## src/rtl/spp_pkg.sv

```systemverilog
package spp_pkg;
   typedef struct packed {
      logic       rst_hi;
      logic       rsvd;
      logic       ie_b;
      logic       od_b;
      logic       drv_b;
      logic       ie_a;
      logic       od_a;
      logic       drv_a;
   } spp_ctrl_t;

   localparam logic [1:0] ADDR_CTRL = 2'd0;
   localparam logic [1:0] ADDR_PA   = 2'd1;
   localparam logic [1:0] ADDR_PB   = 2'd2;
endpackage

```

## src/rtl/spp_fall_sync.sv

```systemverilog
module spp_fall_sync #(
   parameter int STAGES = 2
) (
   input  logic clk,
   input  logic por_n,
   input  logic srst,
   input  logic async_in,
   output logic fall
);
   if (STAGES < 2) begin : g_bad
      $error("spp_fall_sync: STAGES must be at least 2");
   end

   logic [STAGES:0] chain_q;

   always_ff @(posedge clk or negedge por_n) begin
      if (!por_n)      chain_q <= '1;
      else if (srst)   chain_q <= '1;
      else             chain_q <= {chain_q[STAGES-1:0], async_in};
   end

   // chain_q[STAGES-1] is the last synchronizer flop, chain_q[STAGES] the edge register
   assign fall = chain_q[STAGES] & ~chain_q[STAGES-1];
endmodule

```

## src/rtl/spp_port.sv

```systemverilog
module spp_port #(
   parameter int WIDTH     = 8,
   parameter int PULSE_LEN = 4,
   parameter int SYNC_FF   = 2
) (
   input  logic             clk,
   input  logic             por_n,
   input  logic             srst,
   input  logic             drive,
   input  logic             od,
   input  logic             wr_en,
   input  logic [WIDTH-1:0] wdata,
   input  logic             rd_clr,
   input  logic [WIDTH-1:0] pin_in,
   input  logic             stb_in,
   output logic [WIDTH-1:0] pin_out,
   output logic [WIDTH-1:0] pin_oe,
   output logic             stb_out,
   output logic             stb_oe,
   output logic [WIDTH-1:0] data_q,
   output logic             flag_q
);
   localparam int CNT_W = $clog2(PULSE_LEN + 1);

   if (WIDTH < 1 || PULSE_LEN < 1) begin : g_bad
      $error("spp_port: WIDTH and PULSE_LEN must be positive");
   end

   logic             fall;
   logic             capture;
   logic [CNT_W-1:0] cnt_q;

   spp_fall_sync #(.STAGES(SYNC_FF)) sync_i (
      .clk(clk), .por_n(por_n), .srst(srst), .async_in(stb_in), .fall(fall)
   );

   assign capture = fall & ~drive;

   always_ff @(posedge clk or negedge por_n) begin
      if (!por_n) begin
         data_q <= '0;
         cnt_q  <= '0;
         flag_q <= 1'b0;
      end else if (srst) begin
         data_q <= '0;
         cnt_q  <= '0;
         flag_q <= 1'b0;
      end else begin
         if (drive && wr_en) begin
            data_q <= wdata;
            cnt_q  <= CNT_W'(PULSE_LEN);
         end else begin
            if (cnt_q != '0) cnt_q <= cnt_q - 1'b1;
            if (capture)     data_q <= pin_in;
         end
         if (capture)     flag_q <= 1'b1;
         else if (rd_clr) flag_q <= 1'b0;
      end
   end

   assign stb_out = (cnt_q != '0);
   assign stb_oe  = drive;

   for (genvar i = 0; i < WIDTH; i++) begin : g_bit
      always_comb begin
         if (!drive) begin
            pin_out[i] = 1'b0;
            pin_oe[i]  = 1'b0;
         end else if (od) begin
            pin_out[i] = 1'b0;
            pin_oe[i]  = ~data_q[i];
         end else begin
            pin_out[i] = data_q[i];
            pin_oe[i]  = 1'b1;
         end
      end
   end


   pulse_start_chk: assert property (@(posedge clk) disable iff (!por_n || srst)
      (drive && wr_en) |=> (stb_out && data_q == $past(wdata)));


   hold_data_chk: assert property (@(posedge clk) disable iff (!por_n || srst)
      (drive && !wr_en) |=> $stable(data_q));


   capture_chk: assert property (@(posedge clk) disable iff (!por_n || srst)
      (fall && !drive) |=> (data_q == $past(pin_in) && flag_q));


   read_clear_chk: assert property (@(posedge clk) disable iff (!por_n || srst)
      (rd_clr && !(fall && !drive)) |=> !flag_q);
endmodule

```

## src/rtl/strobed_port_pair.sv

```systemverilog
module strobed_port_pair
   import spp_pkg::*;
#(
   parameter int PORT_W    = 8,
   parameter int PULSE_LEN = 4,
   parameter int SYNC_FF   = 2
) (
   input  logic              clk,
   input  logic              por_n,
   input  logic              rst_pin,
   input  logic [1:0]        reg_addr,
   input  logic              reg_wr,
   input  logic              reg_rd,
   input  logic [7:0]        reg_wdata,
   output logic [7:0]        reg_rdata,
   input  logic [PORT_W-1:0] pa_in,
   output logic [PORT_W-1:0] pa_out,
   output logic [PORT_W-1:0] pa_oe,
   input  logic              stba_in,
   output logic              stba_out,
   output logic              stba_oe,
   input  logic [PORT_W-1:0] pb_in,
   output logic [PORT_W-1:0] pb_out,
   output logic [PORT_W-1:0] pb_oe,
   input  logic              stbb_in,
   output logic              stbb_out,
   output logic              stbb_oe,
   output logic              irq_oe
);
   if (PORT_W < 1 || PORT_W > 8) begin : g_bad
      $error("strobed_port_pair: PORT_W must be 1..8");
   end

   spp_ctrl_t         ctrl_q;
   logic              srst;
   logic [PORT_W-1:0] data_a, data_b;
   logic              flag_a, flag_b;

   assign srst = ctrl_q.rst_hi ? rst_pin : ~rst_pin;

   always_ff @(posedge clk or negedge por_n) begin
      if (!por_n) begin
         ctrl_q <= '0;
      end else if (srst) begin
         ctrl_q <= '{rst_hi: ctrl_q.rst_hi, default: 1'b0};
      end else if (reg_wr && reg_addr == ADDR_CTRL) begin
         ctrl_q      <= spp_ctrl_t'(reg_wdata);
         ctrl_q.rsvd <= 1'b0;
      end
   end

   spp_port #(.WIDTH(PORT_W), .PULSE_LEN(PULSE_LEN), .SYNC_FF(SYNC_FF)) port_a_i (
      .clk(clk), .por_n(por_n), .srst(srst),
      .drive(ctrl_q.drv_a), .od(ctrl_q.od_a),
      .wr_en(reg_wr && reg_addr == ADDR_PA), .wdata(reg_wdata[PORT_W-1:0]),
      .rd_clr(reg_rd && reg_addr == ADDR_PA),
      .pin_in(pa_in), .stb_in(stba_in),
      .pin_out(pa_out), .pin_oe(pa_oe), .stb_out(stba_out), .stb_oe(stba_oe),
      .data_q(data_a), .flag_q(flag_a)
   );

   spp_port #(.WIDTH(PORT_W), .PULSE_LEN(PULSE_LEN), .SYNC_FF(SYNC_FF)) port_b_i (
      .clk(clk), .por_n(por_n), .srst(srst),
      .drive(ctrl_q.drv_b), .od(ctrl_q.od_b),
      .wr_en(reg_wr && reg_addr == ADDR_PB), .wdata(reg_wdata[PORT_W-1:0]),
      .rd_clr(reg_rd && reg_addr == ADDR_PB),
      .pin_in(pb_in), .stb_in(stbb_in),
      .pin_out(pb_out), .pin_oe(pb_oe), .stb_out(stbb_out), .stb_oe(stbb_oe),
      .data_q(data_b), .flag_q(flag_b)
   );

   always_comb begin
      reg_rdata = '0;
      case (reg_addr)
         ADDR_CTRL: reg_rdata = ctrl_q;
         ADDR_PA:   reg_rdata[PORT_W-1:0] = data_a;
         ADDR_PB:   reg_rdata[PORT_W-1:0] = data_b;
         default:   reg_rdata = '0;
      endcase
   end

   assign irq_oe = (flag_a & ctrl_q.ie_a) | (flag_b & ctrl_q.ie_b);


   irq_raise_chk: assert property (@(posedge clk) disable iff (!por_n || srst)
      (($rose(flag_a) && ctrl_q.ie_a) || ($rose(flag_b) && ctrl_q.ie_b)) |-> irq_oe);


   keep_pol_chk: assert property (@(posedge clk) disable iff (!por_n)
      (srst && !(reg_wr && reg_addr == ADDR_CTRL)) |=> $stable(ctrl_q.rst_hi));
endmodule

```

## config.mk

```make
export PLATFORM = sky130hd
export DESIGN_NAME = strobed_port_pair
export DESIGN_NICKNAME = d
export VERILOG_FILES = /design/src/rtl/spp_pkg.sv /design/src/rtl/spp_fall_sync.sv /design/src/rtl/spp_port.sv /design/src/rtl/strobed_port_pair.sv
export SDC_FILE = /design/constraint.sdc
export NUM_CORES = 1
export LEC_CHECK = 0
export CAP_MARGIN = 20
export CELL_PAD_IN_SITES_DETAIL_PLACEMENT = 0
export CELL_PAD_IN_SITES_GLOBAL_PLACEMENT = 1
export CORE_UTILIZATION = 34
export CTS_CLUSTER_DIAMETER = 40
export CTS_CLUSTER_SIZE = 14
export DETAILED_ROUTE_END_ITERATION = 12
export GPL_ROUTABILITY_DRIVEN = 0
export PLACE_DENSITY = 0.8
export RECOVER_POWER = 25
export SYNTH_ARGS = -nofsm -noshare
export SYNTH_HDL_FRONTEND = slang
export SYNTH_HIERARCHICAL = 1
export SYNTH_SLANG_ARGS = --single-unit
```

## constraint.sdc

```tcl
create_clock -name clk -period 2.2 [get_ports clk]
set_input_delay 0.66 -clock clk [delete_from_list [all_inputs] [get_ports clk]]
set_output_delay 0.66 -clock clk [all_outputs]
set_load 0.05 [all_outputs]
```

Yosys cells after proc, flatten, opt, wreduce, memory -nomap -nowiden --
Cells that the tools add are included.
Storage, ports and cells: register bits 38, input port bits 33, output and inout bits 45, logic and storage cells 155
Cells by class: add/sub/neg operators 2, equality and inequality tests 2, muxes and demuxes 88, bitwise logic cells 29, reductions and logical operators 18
Operator list (count):
- $mux W1 | 71
- $mux W8 | 6
- $mux W3 | 8
- $pmux W8 S3 | 1
- $reduce_bool A3 Y1 | 8
- $not A1 Y1 | 22
- $mux W7 | 2
- $logic_and A1 B1 Y1 | 7
- $and A1 B1 Y1 | 6
- $sub A3 B1 Y3 const B | 2
- $eq A2 B1 Y1 const B | 1
- $eq A2 B2 Y1 const B | 1
- $logic_not A2 Y1 | 1
- $reduce_and A2 Y1 | 1
- $reduce_bool A2 Y1 | 1
- $or A1 B1 Y1 | 1

Logic depth before layout (Yosys ltp) --
depth after elaboration 6, gate-level depth with buffers 8, depth with buffers taken out 5

Modules after synthesis --
The synthesis kept the hierarchy.
By module, submodules not included:
- spp_port | instances 2, cells an instance 68, area each 711.9 sq um, seq. area each 300.3 sq um
- strobed_port_pair | instances 1, cells an instance 58, area each 525.5 sq um, seq. area each 175.2 sq um
- spp_fall_sync | instances 2, cells an instance 7, area each 103.8 sq um, seq. area each 78.8 sq um

Least setup slack after synthesis --
No wires, ideal clock.
path kind input -> output, from in reg_addr[1], to out reg_rdata[1], arrival time 1995 ps, setup slack -455 ps, cell stages on the path 3, path buffers 1, cells stage by stage buf_6 -> mux2i_1 -> o21ai_0
On the way: longest elaborated chain between the ends 2, elaborated cells between the ends (all ways) 4, classes of those cells eq/ne (2); mux (1); reduce/logical (1)
Ends and longest elaborated chain:
- start: declaration | line strobed_port_pair.sv:11 | input logic [1:0] reg_addr,
- $eq A2 B2 Y1 (tied with other cells) | line strobed_port_pair.sv:74 | case (reg_addr)
- $pmux W8 S3 (*) | line strobed_port_pair.sv:74
- end: declaration | line strobed_port_pair.sv:15 | output logic [7:0] reg_rdata,
Mark *: on every way between the ends. The rest lies on a longest branch, timed or not.

Worst setup path after layout --
from in reg_addr[1], to out reg_rdata[3]
The elaborated chain is that of the path after synthesis.

==> results.py <==
metrics = {
    "global_routing": {
        "antenna_found_initial": 0,
        "grt-ovfl-total": 0,
        "grt_first_pass_wirelength_um": 9363,
        "track_usage_pct": 19.60,
        "grt_max_degree": 38,
        "grt_pass1_vias": 1782,
    },
    "synth": {
        "yosys.area_share.simple_pct": 23.55,
        "synth_mux_area_share_pct": 6.961,
        "synth_adder_area_share_pct": 2.320,
        "synth_seq_cells": 37,
        "synthXorXnorAreaFrac_pct": 1.218,
        "syn-num-nets": 245,
        "postSynthAreaPerCell_um2": 10.37,
        "netlist_instances": 208,
        "yosysSeqAreaShare_pct": 43.27,
        "syn_area_um2": 2157,
        "ys_warn_count": 6,
        "synth_top_family_by_area": "simple AND/OR/NAND/NOR gates",
        "synth_compound_area_share_pct": 18.10,
        "synth.distinct_cells": 29,
    },
    "cells_and_area": {
        "insertedDiodeCount": 0,
        "layout-drive-gt1-share_pct": 34.55,
        "area_delta_synth_final_pct": 69.66,
        "finish.instance_area_um2": 3660,
        "fin_cells": 376,
        "fillerInstances": 510,
        "fin_nets": 337,
    },
    "timing": {
        "setup_viol": 0,
        "slew_violations": 0,
        "layout_min_cycle_time_ns": 2.160,
        "fin_worst_skew_ns": 0.009918,
        "min_period_over_period_pct": 98.19,
        "worstMarginPinSlew_ns": 0.9250,
        "finalHoldViolations": 0,
        "fin_setup_tns_ns": 0,
        "relSlewSlack_pct": 38.34,
        "fmax_mhz": 462.9,
    },
    "place": {
        "dp.cells": 368,
        "port_buffers": 77,
        "place_hpwl_um": 4546,
        "dpl-instance-area_um2": 3536,
    },
    "clock_tree": {
        "cts_tree": "yes",
        "clk_pin_slew_worst_paths_ns": 0.07,
        "cts.sinks": 37,
        "postCtsSetupBuffers": 0,
        "hold_buffers": 0,
        "cts_buffers": 5,
        "cts-htree-levels": 2,
        "clockRootBuffer": "clkbuf_8",
        "clock_latency_ns": 0.29,
        "clock_path_buffers": 2,
    },
    "detailed_routing": {
        "viasPerCell": 5.013,
        "drc": 0,
        "vias": 1885,
        "wirelength_um": 5881,
        "highest_layer": "met4",
        "drtPass1Iterations": 4,
        "avgRoutedWirePerCell_um": 15.64,
        "wl_met3_um": 494,
        "drt_iter0_drc": 77,
        "wl_met2_um": 2676,
        "antenna_left": 0,
        "wl_met1_um": 2636,
    },
    "pwr": {
        "peakVddDrop_v": 0.0003363,
        "powerDensity_nw_per_um2": 588.2,
        "p_leak_nw": 1.544,
        "p_total_w": 0.002153,
    },
    "floorplanning": {
        "floorplan.initialDensity_pct": 35.80,
        "ios": 78,
        "die_area_um2": 6667,
        "core_area_um2": 6026,
        "die_x_um": 81.65,
        "die_h_um": 81.65,
        "rows": 28,
    },
    "setup_path": {
        "worst_setup_path_start_kind": "primary input",
        "worstPathRequired_ns": 1.54,
        "end_kind": "output pin",
        "r2r_slack_ns": 0.46,
        "cp.arrival_ns": 1.50,
        "critical_path_class": "primary input to output pin",
        "r2r_cells": 4,
        "path_max_fanout": 5,
    },
    "worst_hold_path": {
        "hold_depth": 2,
        "worstHoldPathType": "register to register",
    },
    "flow_run": {
        "drv_cap": 0,
    },
    "run_status": {
        "outcome": "finished, final reports clean",
    },
}
[timing repair]
action	CTS	global route
gates resized for setup	20	6
setup endpoints to repair	24	29
cloned	1	0
pin swaps	2	0
[kinds of logic (layout without fill, tap and decap cells)]
kind of cell,count (synthesis),in the layout
AOI/OAI and AO/OA,50,50
xor gates and xnor gates,3,3
adders and majority gates,4,4
buffers and inverters,14,106
DFF,37,37
muxes,15,15
and+or+nand+nor,85,86
[per-stage QoR]
stage	utilization, %	setup WS [ns]	hold WS, ns
detailed placement	58.68	-0.3616	0.5365
CTS	60.65	0.002180	0.4187
global route	60.73	-0.0003453	0.5602
floorplan	-	-0.2672	0.3644
global placement	58.68	-0.3195	0.5357
finish	60.73	0.03975	0.5511
[registers in the layout, indices dropped and copies added (netlist names)]
name,cells
port_b_i/data_q,8
port_a_i/flag_q,1
port_b_i/sync_i/chain_q,3
port_a_i/data_q,8
port_a_i/sync_i/chain_q,3
port_a_i/cnt_q,3
ctrl_q,7
port_b_i/cnt_q,3
port_b_i/flag_q,1
[path summary, 6_finish.rpt]
check                             from                 end
min                          ctrl_q[2]           ctrl_q[2]
max reg2reg                  ctrl_q[7]  port_b_i/data_q[0]
max in group asynchronous        por_n           ctrl_q[4]
min in group asynchronous        por_n   port_a_i/cnt_q[0]
min reg2reg                  ctrl_q[2]           ctrl_q[2]
max                        reg_addr[1]        reg_rdata[3]
[routing by layer]
metal  vias up  track usage (%)
met5         -                0
met4         0            6.316
met3         5            4.556
met2        80            30.08
met1       888            27.20
li1        912                -
[cell usage in the layout (no fill, tap or decap), types with 5 or more instances in the layout]
master / netlist / routed
dfstp_2: 6 / 6
o21ai_2: 0 / 7
a21boi_0: 16 / 14
nand2_1: 9 / 9
dfrtp_1: 31 / 28
clkbuf_8: 0 / 5
and2_1: 20 / 20
nor2_1: 14 / 14
a221o_1: 16 / 16
buf_4: 2 / 16
clkdlybuf4s50_1: 0 / 29
and2_0: 16 / 16
buf_12: 0 / 44
nand2b_1: 5 / 5
or2_1: 6 / 6
mux2i_1: 15 / 12
[area by class of cell]
type                    count  area, um2  area share (%)
inverters                   4      15.01          0.4103
flip-flops and latches     37      937.1           25.61
repair buffers             94       1331           36.38
multi-input cells         158       1199           32.75
well taps                  75      93.84           2.564
clock inverters             1      7.507          0.2051
clock buffers               7      76.32           2.085
[synthesized netlist by cell type, drive strengths merged]
| library cell | instances | area [um2] |
|---|---|---|
| dfrtp | 31 | 775.7 |
| and2 | 36 | 225.2 |
| dfstp | 6 | 157.7 |
| a21boi | 16 | 120.1 |
| a21oi | 4 | 20.02 |
| or2 | 6 | 37.54 |
| nor3b | 1 | 12.51 |
| clkbuf | 2 | 7.510 |
| nand3 | 2 | 10.01 |
| a21o | 2 | 17.52 |
| and3b | 2 | 25.02 |
| nor2b | 6 | 37.54 |
| a22o | 2 | 17.52 |
| xnor2 | 3 | 26.28 |
| and2b | 2 | 15.01 |
| inv | 4 | 15.01 |
| a221o | 16 | 160.2 |
| nand2b | 7 | 58.81 |
| ha | 4 | 50.05 |
| nand2 | 9 | 33.78 |
| mux2i | 15 | 150.1 |
| nor2 | 14 | 52.55 |
| a211oi | 2 | 15.01 |
| buf | 8 | 76.31 |
| o21ai | 8 | 40.04 |
[critical path, stage by stage]
cell and delay, ns:
clkbuf_4 0.16, buf_4 0.17, mux2i_2 0.15, o21ai_2 0.20, buf_12 0.16
[power breakdown]
part           internal (W)  switching, W
clock network      0.000224      0.000230
logic              0.000424      0.000456
registers          0.000760     0.0000591
Power figures use the tool's default switching activity.
